<file path="src/rtl/pgtrk_pkg.sv">
package pgtrk_pkg;

   typedef enum logic [1:0] {
      POL_PAGE   = 2'd0,
      POL_WL     = 2'd1,
      POL_FREE_A = 2'd2,
      POL_FREE_B = 2'd3
   } order_pol_e;

   localparam int unsigned DISTURB_W   = 3;
   localparam int unsigned DISTURB_MAX = 4;

endpackage

</file>
<file path="src/rtl/pgtrk_page_map.sv">
module pgtrk_page_map #(
   parameter int unsigned NUM_WL = 64,
   parameter int unsigned PAGE_W = $clog2(2 * NUM_WL + 1),
   parameter int unsigned WL_W   = $clog2(NUM_WL)
) (
   input  logic [PAGE_W-1:0] page,
   output logic [WL_W-1:0]   wl,
   output logic              upper,
   output logic              valid
);

   localparam int unsigned IW = PAGE_W + 1;

   logic [IW-1:0] ext;
   logic [IW-1:0] idx;

   always_comb begin
      ext   = {1'b0, page};
      idx   = '0;
      upper = 1'b0;
      if (page == '0) begin
         idx   = '0;
         upper = 1'b0;
      end else if (page == PAGE_W'(2)) begin
         idx   = '0;
         upper = 1'b1;
      end else if (page[0]) begin
         idx   = (ext + IW'(1)) >> 1;
         upper = 1'b0;
      end else begin
         idx   = (ext - IW'(2)) >> 1;
         upper = 1'b1;
      end
      valid = (idx < IW'(NUM_WL));
      wl    = idx[WL_W-1:0];
   end

endmodule

</file>
<file path="src/rtl/pgtrk_order_seq.sv">
module pgtrk_order_seq
   import pgtrk_pkg::*;
#(
   parameter int unsigned NUM_WL = 64,
   parameter int unsigned PAGE_W = $clog2(2 * NUM_WL + 1)
) (
   input  logic              clk,
   input  logic              rst_n,
   input  logic              erase,
   input  logic              advance,
   input  order_pol_e        policy,
   output logic [PAGE_W-1:0] exp_page
);

   localparam logic [PAGE_W-1:0] LAST_LOW_SLOT = PAGE_W'(2 * NUM_WL - 1);
   localparam logic [PAGE_W-1:0] TOP_PAGE      = PAGE_W'(2 * NUM_WL);

   logic [PAGE_W-1:0] done_cnt;

   always_ff @(posedge clk or negedge rst_n) begin
      if (!rst_n) begin
         done_cnt <= '0;
      end else if (erase) begin
         done_cnt <= '0;
      end else if (advance) begin
         done_cnt <= done_cnt + PAGE_W'(1);
      end
   end

   always_comb begin
      unique case (policy)
         POL_PAGE: exp_page = (done_cnt == LAST_LOW_SLOT) ? TOP_PAGE : done_cnt;
         POL_WL: begin
            if (done_cnt == '0)    exp_page = '0;
            else if (done_cnt[0])  exp_page = done_cnt + PAGE_W'(1);
            else                   exp_page = done_cnt - PAGE_W'(1);
         end
         default:  exp_page = done_cnt;
      endcase
   end

   assert_seq_hold_R2: assert property (@(posedge clk) disable iff (!rst_n)
      (!erase && !advance) |=> $stable(done_cnt));

   assert_seq_step_R3: assert property (@(posedge clk) disable iff (!rst_n)
      (!erase && advance) |=> (done_cnt == $past(done_cnt) + PAGE_W'(1)));

   assert_seq_bound_R5: assert property (@(posedge clk) disable iff (!rst_n)
      done_cnt <= TOP_PAGE);

endmodule

</file>
<file path="src/rtl/pgtrk_wl_state.sv">
module pgtrk_wl_state
   import pgtrk_pkg::*;
(
   input  logic                 clk,
   input  logic                 rst_n,
   input  logic                 erase,
   input  logic                 set_lo,
   input  logic                 set_up,
   input  logic                 nb_hit,
   output logic                 lo_done,
   output logic                 up_done,
   output logic [DISTURB_W-1:0] disturb
);

   always_ff @(posedge clk or negedge rst_n) begin
      if (!rst_n) begin
         lo_done <= 1'b0;
         up_done <= 1'b0;
         disturb <= '0;
      end else if (erase) begin
         lo_done <= 1'b0;
         up_done <= 1'b0;
         disturb <= '0;
      end else begin
         if (set_lo) lo_done <= 1'b1;
         if (set_up) up_done <= 1'b1;
         if (nb_hit && up_done && (disturb < DISTURB_W'(DISTURB_MAX)))
            disturb <= disturb + DISTURB_W'(1);
      end
   end

   assert_lower_first_R2: assert property (@(posedge clk) disable iff (!rst_n)
      up_done |-> lo_done);

   assert_count_after_done_R6: assert property (@(posedge clk) disable iff (!rst_n)
      (disturb != '0) |-> up_done);

   assert_count_cap_R6: assert property (@(posedge clk) disable iff (!rst_n)
      disturb <= DISTURB_W'(DISTURB_MAX));

   assert_erase_clears_R8: assert property (@(posedge clk) disable iff (!rst_n)
      erase |=> (!lo_done && !up_done && disturb == '0));

endmodule

</file>
<file path="src/rtl/pgtrk_order_tracker.sv">
module pgtrk_order_tracker
   import pgtrk_pkg::*;
#(
   parameter int unsigned NUM_WL = 64,
   parameter int unsigned PAGE_W = $clog2(2 * NUM_WL + 1),
   parameter int unsigned WL_W   = $clog2(NUM_WL)
) (
   input  logic                 clk,
   input  logic                 rst_n,
   input  logic                 erase,
   input  logic [1:0]           policy,
   input  logic                 prog_valid,
   input  logic [PAGE_W-1:0]    prog_page,
   output logic [WL_W-1:0]      map_wl,
   output logic                 map_upper,
   output logic                 map_valid,
   output logic                 order_err,
   input  logic [WL_W-1:0]      query_wl,
   output logic                 query_lower,
   output logic                 query_upper,
   output logic [DISTURB_W-1:0] query_count
);

   localparam int unsigned QW = WL_W + 1;

   if (NUM_WL < 2) begin : g_bad_wl
      $error("pgtrk_order_tracker: NUM_WL must be at least 2");
   end
   if (PAGE_W < $clog2(2 * NUM_WL + 1)) begin : g_bad_pw
      $error("pgtrk_order_tracker: PAGE_W too narrow for the page range");
   end
   if (WL_W < $clog2(NUM_WL)) begin : g_bad_ww
      $error("pgtrk_order_tracker: WL_W too narrow for NUM_WL");
   end

   order_pol_e            pol;
   logic [PAGE_W-1:0]     exp_page;
   logic [NUM_WL-1:0]     lo_v;
   logic [NUM_WL-1:0]     up_v;
   logic [DISTURB_W-1:0]  cnt_a [NUM_WL];
   logic                  sel_lo;
   logic                  sel_up;
   logic                  reject;
   logic                  accept;
   logic                  ordered;

   assign pol = order_pol_e'(policy);

   pgtrk_page_map #(.NUM_WL(NUM_WL), .PAGE_W(PAGE_W), .WL_W(WL_W)) u_map (
      .page  (prog_page),
      .wl    (map_wl),
      .upper (map_upper),
      .valid (map_valid)
   );

   pgtrk_order_seq #(.NUM_WL(NUM_WL), .PAGE_W(PAGE_W)) u_seq (
      .clk      (clk),
      .rst_n    (rst_n),
      .erase    (erase),
      .advance  (accept),
      .policy   (pol),
      .exp_page (exp_page)
   );

   always_comb begin
      sel_lo = 1'b0;
      sel_up = 1'b0;
      if (map_valid) begin
         sel_lo = lo_v[map_wl];
         sel_up = up_v[map_wl];
      end
      ordered = (pol == POL_PAGE) || (pol == POL_WL);
      reject  = !map_valid
             || (map_upper ? (!sel_lo || sel_up) : sel_lo)
             || (ordered && (prog_page != exp_page));
      accept  = prog_valid && !erase && !reject;
   end

   for (genvar i = 0; i < NUM_WL; i++) begin : g_wl
      logic hit_below;
      logic hit_above;
      logic self_hit;

      if (i > 0) begin : g_below
         assign hit_below = (map_wl == WL_W'(i - 1));
      end else begin : g_no_below
         assign hit_below = 1'b0;
      end

      if (i < NUM_WL - 1) begin : g_above
         assign hit_above = (map_wl == WL_W'(i + 1));
      end else begin : g_no_above
         assign hit_above = 1'b0;
      end

      assign self_hit = (map_wl == WL_W'(i));

      pgtrk_wl_state u_state (
         .clk     (clk),
         .rst_n   (rst_n),
         .erase   (erase),
         .set_lo  (accept && !map_upper && self_hit),
         .set_up  (accept && map_upper && self_hit),
         .nb_hit  (accept && (hit_below || hit_above)),
         .lo_done (lo_v[i]),
         .up_done (up_v[i]),
         .disturb (cnt_a[i])
      );
   end

   always_ff @(posedge clk or negedge rst_n) begin
      if (!rst_n) begin
         order_err <= 1'b0;
      end else begin
         order_err <= prog_valid && !erase && reject;
      end
   end

   always_comb begin
      query_lower = 1'b0;
      query_upper = 1'b0;
      query_count = '0;
      if ({1'b0, query_wl} < QW'(NUM_WL)) begin
         query_lower = lo_v[query_wl];
         query_upper = up_v[query_wl];
         query_count = cnt_a[query_wl];
      end
   end

   assert_bad_page_flags_R9: assert property (@(posedge clk) disable iff (!rst_n)
      (prog_valid && !erase && !map_valid) |=> order_err);

   assert_erase_no_err_R8: assert property (@(posedge clk) disable iff (!rst_n)
      erase |=> !order_err);

   assert_idle_no_err_R10: assert property (@(posedge clk) disable iff (!rst_n)
      !prog_valid |=> !order_err);

   assert_dup_rejected_R2: assert property (@(posedge clk) disable iff (!rst_n)
      (prog_valid && !erase && map_valid && !map_upper && sel_lo) |=> order_err);

endmodule

</file>
<file path="config.mk">
export PLATFORM = sky130hd
export DESIGN_NAME = pgtrk_order_tracker
export DESIGN_NICKNAME = d
export VERILOG_FILES = /design/src/rtl/pgtrk_pkg.sv /design/src/rtl/pgtrk_page_map.sv /design/src/rtl/pgtrk_order_seq.sv /design/src/rtl/pgtrk_wl_state.sv /design/src/rtl/pgtrk_order_tracker.sv
export SDC_FILE = /design/constraint.sdc
export NUM_CORES = 1
export LEC_CHECK = 0
export BUFFER_PORTS_ARGS = -buffer_cell sky130_fd_sc_hd__buf_2
export CORE_ASPECT_RATIO = 0.8
export CORE_MARGIN = 8
export CORE_UTILIZATION = 57
export DETAILED_ROUTE_END_ITERATION = 10
export PLACE_DENSITY = 0.71
export SLEW_MARGIN = 20
export SYNTH_ARGS = -nofsm -noshare
export SYNTH_HDL_FRONTEND = slang
export SYNTH_SLANG_ARGS = --single-unit
</file>
<file path="constraint.sdc">
create_clock -name clk -period 7.9 [get_ports clk]
set_input_delay 0.79 -clock clk [delete_from_list [all_inputs] [get_ports clk]]
set_output_delay 0.79 -clock clk [all_outputs]
set_load 0.02 [all_outputs]
</file>
Word-level counts from Yosys, hierarchy flattened:

Index checks and enable logic that the tools add are counted.
W data, S select, Z words.

* add/sub/neg operators: 68
* order comparisons: 68
* equality and inequality tests: 67
* muxes and demuxes: 410
* bitwise logic cells: 1
* reduce and logical (&&, ||, !) cells: 594

Operators by type and width (number)
* $mux W3: 130
* $reduce_bool A2 Y1: 193
* $logic_and A1 B1 Y1: 326
* $mux W1: 266
* $add A3 B1 Y3 const B: 64
* $eq A6 B6 Y1 const B: 32
* $lt A3 B3 Y1 const B: 64
* $eq A6 B5 Y1 const B: 16
* $logic_or A1 B1 Y1: 66
* $eq A6 B4 Y1 const B: 8
* $mux W8: 6
* $bmux W1 S6: 4
* $eq A6 B3 Y1 const B: 4
* $bmux W3 S6: 1
* $mux W9: 2
* $logic_not A8 Y1: 2
* $pmux W8 S2: 1
* $lt A6 B7 Y1 const B: 2
* $eq A6 B2 Y1 const B: 2
* $add A8 B1 Y9 const B: 1
* $lt A9 B7 Y1 const B: 1
* $sub A8 B2 Y9 const B: 1
* $add A8 B1 Y8 const B: 1
* $eq A8 B2 Y1 const B: 1
* 10 further kinds: 14

* flip-flop bits (word level): 329
* bits of input ports: 20
* output and inout bits: 14
* logic and storage cells: 1402

Depth between registers and ports, before layout:

* depth in word-level cells: 19
* gate-level depth with buffers: 18
* gate-level depth less buffers: 11

By module:

Synthesis repeated with hierarchy kept, for this count alone.

* cells, all modules: 1972
* area total of the unflattened synthesis: 20965.1 um^2

Modules (own cells, without submodules)
* pgtrk_wl_state: times used 64, cells an instance 19, area an instance 220.2 um^2, seq. area each 125.1 um^2
* pgtrk_order_tracker: times used 1, cells an instance 611, area an instance 5785.5 um^2, seq. area each 25.0 um^2
* pgtrk_order_seq: times used 1, cells an instance 95, area an instance 769.5 um^2, seq. area each 200.2 um^2
* pgtrk_page_map: times used 1, cells an instance 50, area an instance 316.6 um^2, seq. area each 0.0 um^2

Least setup slack after synthesis:

OpenSTA, ideal clock, no wires.

* path type: in2reg
* start point: input port prog_page[2]
* end point: register g_wl[15].u_state.disturb[2]
* setup time: 119 ps
* arrival time: 4306 ps
* required time: 7781 ps
* setup slack: 3475 ps
* stages on the path: 16
* path buffers: 5
* path through: clkbuf_1 -> inv_1 -> ha_1 -> nor2b_1 -> or2_2 -> clkbuf_1 -> clkbuf_1 -> nor3_1 -> o31a_1 -> o41a_1 -> o41a_1 -> a41oi_2 -> buf_4 -> buf_2 -> nor4b_1 -> o21a_1

* cells in the longest elaborated chain, start to end: 18
* elaborated cells between the ends (all ways): 33
* classes of those cells: 2 x add/sub; 1 x order compare; 4 x eq/ne; 12 x mux; 14 x reduce/logical

Ends and longest elaborated chain
* start: declaration: RTL line pgtrk_order_tracker.sv:13 `input logic [PAGE_W-1:0] prog_page,`
* $sub A8 B2 Y9 / $add A8 B1 Y9 (equally long branches): RTL line pgtrk_page_map.sv:31, pgtrk_page_map.sv:28
* $mux W8: RTL line pgtrk_page_map.sv:27 `end else if (page[0]) begin`
* $mux W9: RTL line pgtrk_page_map.sv:24 `end else if (page == PAGE_W'(2)) begin`
* $mux W9: RTL line pgtrk_page_map.sv:21 `if (page == '0) begin`
* $bmux W1 S6: RTL line pgtrk_order_tracker.sv:69 `sel_lo = lo_v[map_wl];`
* $mux W1 (not written as such): RTL line pgtrk_order_tracker.sv:69
* $mux W1: RTL line pgtrk_order_tracker.sv:68 `if (map_valid) begin`
* $logic_not A1 Y1: RTL line pgtrk_order_tracker.sv:74 `|| (map_upper ? (!sel_lo || sel_up) : sel_lo)`
* $logic_or A1 B1 Y1: RTL line pgtrk_order_tracker.sv:74
* $mux W1: RTL line pgtrk_order_tracker.sv:74
* $logic_or A1 B1 Y1: RTL line pgtrk_order_tracker.sv:74
* $logic_or A1 B1 Y1: RTL line pgtrk_order_tracker.sv:75 `|| (ordered && (prog_page != exp_page));`
* $logic_not A1 Y1: RTL line pgtrk_order_tracker.sv:76 `accept = prog_valid && !erase && !reject;`
* $logic_and A1 B1 Y1: RTL line pgtrk_order_tracker.sv:76
* $logic_and A1 B1 Y1 *: RTL line pgtrk_order_tracker.sv:104 `.nb_hit (accept && (hit_below || hit_above)),`
* $logic_and A1 B1 Y1 * (2 in series): RTL line pgtrk_wl_state.sv:27 `if (nb_hit && up_done && (disturb < DISTURB_W'(DISTURB_MAX)))`
* $reduce_bool A2 Y1 (no source line) *
* end signal: assignment: RTL line pgtrk_wl_state.sv:28 `disturb <= disturb + DISTURB_W'(1);`
* end: declaration: RTL line pgtrk_wl_state.sv:12 `output logic [DISTURB_W-1:0] disturb`

Mark *: on every way between the ends. The rest lies on a longest branch, timed or not. The select of a mux whose other input is x is not followed.
A chain may end at the register's enable or synchronous reset.

Worst setup path in the final report:

* start point: register u_seq.done_cnt[0]
* end point: register g_wl[50].u_state.up_done

* cells in the longest elaborated chain, start to end: 12
* elaborated cells between the ends (all ways): 16
* classes of those cells: 2 x add/sub; 2 x eq/ne; 4 x mux; 8 x reduce/logical

Ends and longest elaborated chain
* start: declaration: RTL line pgtrk_order_seq.sv:18 `logic [PAGE_W-1:0] done_cnt;`
* start signal: assignment: RTL line pgtrk_order_seq.sv:26 `done_cnt <= done_cnt + PAGE_W'(1);`
* $sub A8 B1 Y8 / $add A8 B1 Y8 (equally long branches): RTL line pgtrk_order_seq.sv:36, pgtrk_order_seq.sv:35
* $mux W8: RTL line pgtrk_order_seq.sv:35 `else if (done_cnt[0]) exp_page = done_cnt + PAGE_W'(1);`
* $mux W8: RTL line pgtrk_order_seq.sv:34 `if (done_cnt == '0) exp_page = '0;`
* $pmux W8 S2 *: RTL line pgtrk_order_seq.sv:31 `unique case (policy)`
* $ne A8 B8 Y1 *: RTL line pgtrk_order_tracker.sv:75
* $logic_and A1 B1 Y1 *: RTL line pgtrk_order_tracker.sv:75
* $logic_or A1 B1 Y1 *: RTL line pgtrk_order_tracker.sv:75
* $logic_not A1 Y1 *: RTL line pgtrk_order_tracker.sv:76
* $logic_and A1 B1 Y1 *: RTL line pgtrk_order_tracker.sv:76
* $logic_and A1 B1 Y1 * (2 in series): RTL line pgtrk_order_tracker.sv:103 `.set_up (accept && map_upper && self_hit),`
* $reduce_bool A2 Y1 (no source line) *
* end signal: assignment: RTL line pgtrk_wl_state.sv:18 `up_done <= 1'b0;`
* end signal: assignment: RTL line pgtrk_wl_state.sv:22 `up_done <= 1'b0;`
* end signal: assignment: RTL line pgtrk_wl_state.sv:26 `if (set_up) up_done <= 1'b1;`
* end: declaration: RTL line pgtrk_wl_state.sv:11 `output logic up_done,`

Mark *: on every way between the ends. The rest lies on a longest branch, timed or not.

==> results by group <==
STA
  • Max-slew violations: 0
  • Setup Skew: 0.0117 ns
  • Worst-Margin Slew: roughly 1.2 ns
  • RSZ-0062 raised after global routing: false
  • Final-report setup violation count: 0
  • Fin Setup TNS: 0 ns
  • Hold Fails Final Rpt: 0
  • Post-layout min period: between 5 and 6 ns
  • Crit share post-route: 0.725
  • Max Freq: 0.174 GHz
  • Worst slew margin: 0.227

Finish
  • Final core utilization: 0.621
  • Area Overhead vs Synth: 7.91%
  • Share of post-route cells with drive strength above 1: 0.146
  • Final Cell Area: approximately 22000 sq um
  • Filler cell count: 2894
  • Final nets: between 2000 and 2500

Detailed routing
  • Routed wire length: 69200 um
  • Antenna viol nets, final: 0
  • Vias: 18800
  • Drt initial violations: 2955
  • Via-to-Cell Ratio: 7.58
  • # DRC: 0
  • First-pass DRT Iterations: 8
  • Drt wl/cell: between 20 and 30 um

Yosys
  • Synthesized area per cell: ~10 sq um
  • Yosys cell types: between 70 and 80
  • Mapped Nets: 2145
  • Seq/Total Area, Yosys: 0.401
  • Yosys warnings: 0
  • Synth Area in Compound Gates: 0.189
  • Main combinational cell family by area after synthesis: compound AO/OA/AOI/OAI gates
  • Async S/R FF share, synth: 1.00
  • Cell Area, Synth: 20500 sq um
  • Syn Inst Count: 2057
  • Seq cells post-synth: 329
  • Multiplexer area fraction after synthesis: 0.133
  • Area share of fa/ha/maj cells after synthesis: 0.0414
  • Number of synthesized flops with an enable pin: 0
  • Simple-gate share of the synthesized area: 0.185
  • Top FF cell, synth: dfrtp_1
  • XOR/XNOR Fraction of Synth Area: 0.00384

Critical path
  • Critical path class: flop to flop
  • Reg2reg start: u_seq.done_cnt[0]
  • Worst path arrival time: 6.13 ns
  • CP Cell Sequence: inv_1 > ha_1 > or4b_2 > o21ai_1 > o22ai_1 > xnor2_1 > or4b_1 > o31a_1 > buf_4 > nor2_4 > nand4_1 > o32ai_1
  • Max Fanout on Critical Path: 27
  • Crit-path slowest cell: nand4_1
  • Crit. End Element: flop
  • Crit path max-delay family: simple AND/OR/NAND/NOR gates
  • Startpoint types: flop
  • Max stage delay on crit path: 0.91 ns
  • R2R Path End: g_wl[50].u_state.up_done
  • R2R cell count: 12
  • CP required: 8.30 ns
  • Buf+Inv Stages, Crit Path: 2
  • Reg-to-reg slack, setup: roughly 2.2 ns

Placement
  • Buffers on Ports: 33
  • Post-DP Area: 21000 sq um
  • Final GP Congestion: 0.972
  • HPWL after detailed placement: 44600 um

Floorplanning
  • Die height: 186 um
  • Initial Utilization: 0.576
  • Die width: 228 um
  • Row Count: just over 60
  • Total die area: 42400 sq um
  • # IOs: 34
  • Core ar.: 35700 sq um

Clocking
  • TritonCTS clock tree: built
  • Setup bufs post-CTS: 0
  • Worst skew pair latency: 0.53 ns
  • Hold Buf Count CTS: 0
  • Post-CTS resize count: 0
  • Clock root buffer: clkbuf_16
  • Maximum clock path buffer count: 3
  • Clock Sinks: 329
  • CTS HTree Levels: 2
  • Num CTS Buffers: 37
  • Clock-pin slew on the worst setup and hold paths: 0.06 ns

Job
  • MaxCap Viol Count: 0

Pwr
  • Switching share of total power: 0.296
  • Pint: 2.82 mW
  • Combinational power share: 0.146
  • Leakage: between 8 and 9 nW
  • Flop pwr share: 0.422
  • Peak supply drop: 0.145 mV
  • Sw power: between 1 and 1.5 mW
  • Power Dens Cells: 181 nW/um^2
  • Clk pwr share: 0.432

Hold path
  • Min-delay worst type: input pin to asynchronous set/reset pin

Global route
  • Largest net degree at the start of global routing: 167
  • First-pass GRT wire length: ~110000 um
  • Total grt overflow: 0
  • Number of global-route vias before repair: between 15000 and 20000
  • Antenna violations before repair: 1
  • GRT Total Usage: 0.322

Outcome
  • Status: finished, final reports clean
==> per-stage QoR <==
step / power (mW) / hold WS (ns) / std cells / setup slack (ns)
after floorplan: 2.08 / 0.463 / 2057 / 3.48
after global routing: 4.10 / 0.334 / 2477 / 1.94
final: 4.00 / 0.286 / 2479 / 2.17
after CTS: 3.99 / 0.310 / 2477 / 2.35
after detailed placement: 2.28 / 0.500 / 2414 / 2.11
after global placement: 2.27 / 0.488 / 2414 / 2.24
==> registers in the layout, summed over array words and instances (netlist names) <==
register,flops
u_seq.done_cnt,8
g_wl.u_state.up_done,64
g_wl.u_state.lo_done,64
g_wl.u_state.disturb,192
order_err,1
==> cells in the final DEF, fill, tap and decap left out, types with 37 or more instances in the layout <==
master and n:
dfrtp_1 329, nor2_1 249, a21oi_1 106, mux4_2 105, a31oi_1 98, nand3_1 86, nor3_1 81, o31ai_1 79
nand2_1 74, ha_1 68, o22ai_1 44, inv_1 43, o2bb2ai_1 42, clkbuf_16 37, buf_4 37
==> worst max-delay path by stage <==
stage	start	endpoint	slack, ns	depth (start not counted)
4_1_cts	u_seq.done_cnt[0]	g_wl[49].u_state.up_done	2.35	12
6_report	u_seq.done_cnt[0]	g_wl[50].u_state.up_done	2.17	12
3_5_place_dp	prog_page[1]	g_wl[51].u_state.disturb[0]	2.11	14
5_1_grt	u_seq.done_cnt[0]	g_wl[28].u_state.up_done	1.94	12
2_1_floorplan	prog_page[2]	g_wl[15].u_state.disturb[2]	3.48	16
3_3_place_gp	prog_page[1]	g_wl[51].u_state.disturb[1]	2.24	13
==> synthesized netlist by cell type, types with 17 or more instances <==
| master | count | area, sq um |
|---|---|---|
| dfrtp_1 | 329 | 8230 |
| nor2_1 | 250 | 938 |
| clkbuf_1 | 130 | 488 |
| a21oi_1 | 106 | 531 |
| mux4_2 | 105 | 2360 |
| a31oi_1 | 98 | 613 |
| nand3_1 | 86 | 430 |
| nor3_1 | 83 | 415 |
| o31ai_1 | 79 | 593 |
| nand2_1 | 75 | 282 |
| ha_1 | 68 | 851 |
| o22ai_1 | 44 | 275 |
| inv_1 | 43 | 161 |
| o2bb2ai_1 | 42 | 368 |
| a41oi_1 | 34 | 298 |
| or4_1 | 34 | 255 |
| buf_1 | 31 | 116 |
| buf_2 | 27 | 135 |
| nand4_1 | 27 | 169 |
| nand3b_1 | 26 | 195 |
| o41ai_1 | 23 | 201 |
| nand4b_1 | 22 | 193 |
| nor2b_1 | 22 | 138 |
| o31a_1 | 20 | 175 |
| mux2i_1 | 18 | 180 |
| and3_1 | 17 | 106 |
| mux2_2 | 17 | 191 |
==> cell families (layout without fill, tap and decap cells) <==
logic type | after synthesis | count (layout)
buffers and inverters | 239 | 179
flip-flops | 329 | 329
AND/OR/NAND/NOR | 729 | 729
AO/OA/AOI/OAI | 543 | 543
adder cells (fa/ha/maj) | 68 | 68
other | 0 | 2
multiplexers | 140 | 140
XOR/XNOR | 9 | 9
==> worst register-to-register path: cells and delay by family, from the launching register on <==
family	cells	cell delay [ns]
simple gates	4	2.76
compound gates	4	1.43
flops	1	0.54
buf+inv	2	0.48
fa+ha+maj	1	0.24
xor+xnor	1	0.15
==> power by group through the flow <==
stage,clock network (mW),registers (mW),logic (mW)
floorplan,0,1.72,0.359
global placement,0,1.72,0.555
detailed placement,0,1.72,0.562
CTS,1.73,1.69,0.564
global route,1.80,1.69,0.610
finish,1.73,1.69,0.585
==> per-layer routing <==
| metal | up-vias | GRT usage | share of wire |
|---|---|---|---|
| met5 | - | 0 | 0 |
| met2 | 1399 | 0.456 | 0.42 |
| met4 | 0 | 0.147 | 0.048 |
| li1 | 7829 | - | - |
| met3 | 251 | 0.101 | 0.14 |
| met1 | 9316 | 0.451 | 0.40 |
==> area by class of cell <==
cell class	instances	area, sq um	share of cell area
clock inverters	14	156	0.00706
multi-input cells	1489	11500	0.517
diodes	2	5.00	0.000226
inverters	44	165	0.00745
clock buffers	49	1020	0.0461
flip-flops and latches	329	8230	0.371
repair buffers	72	532	0.0240
well taps	480	601	0.0271
Note: power is estimated with default switching activity, not from simulation.
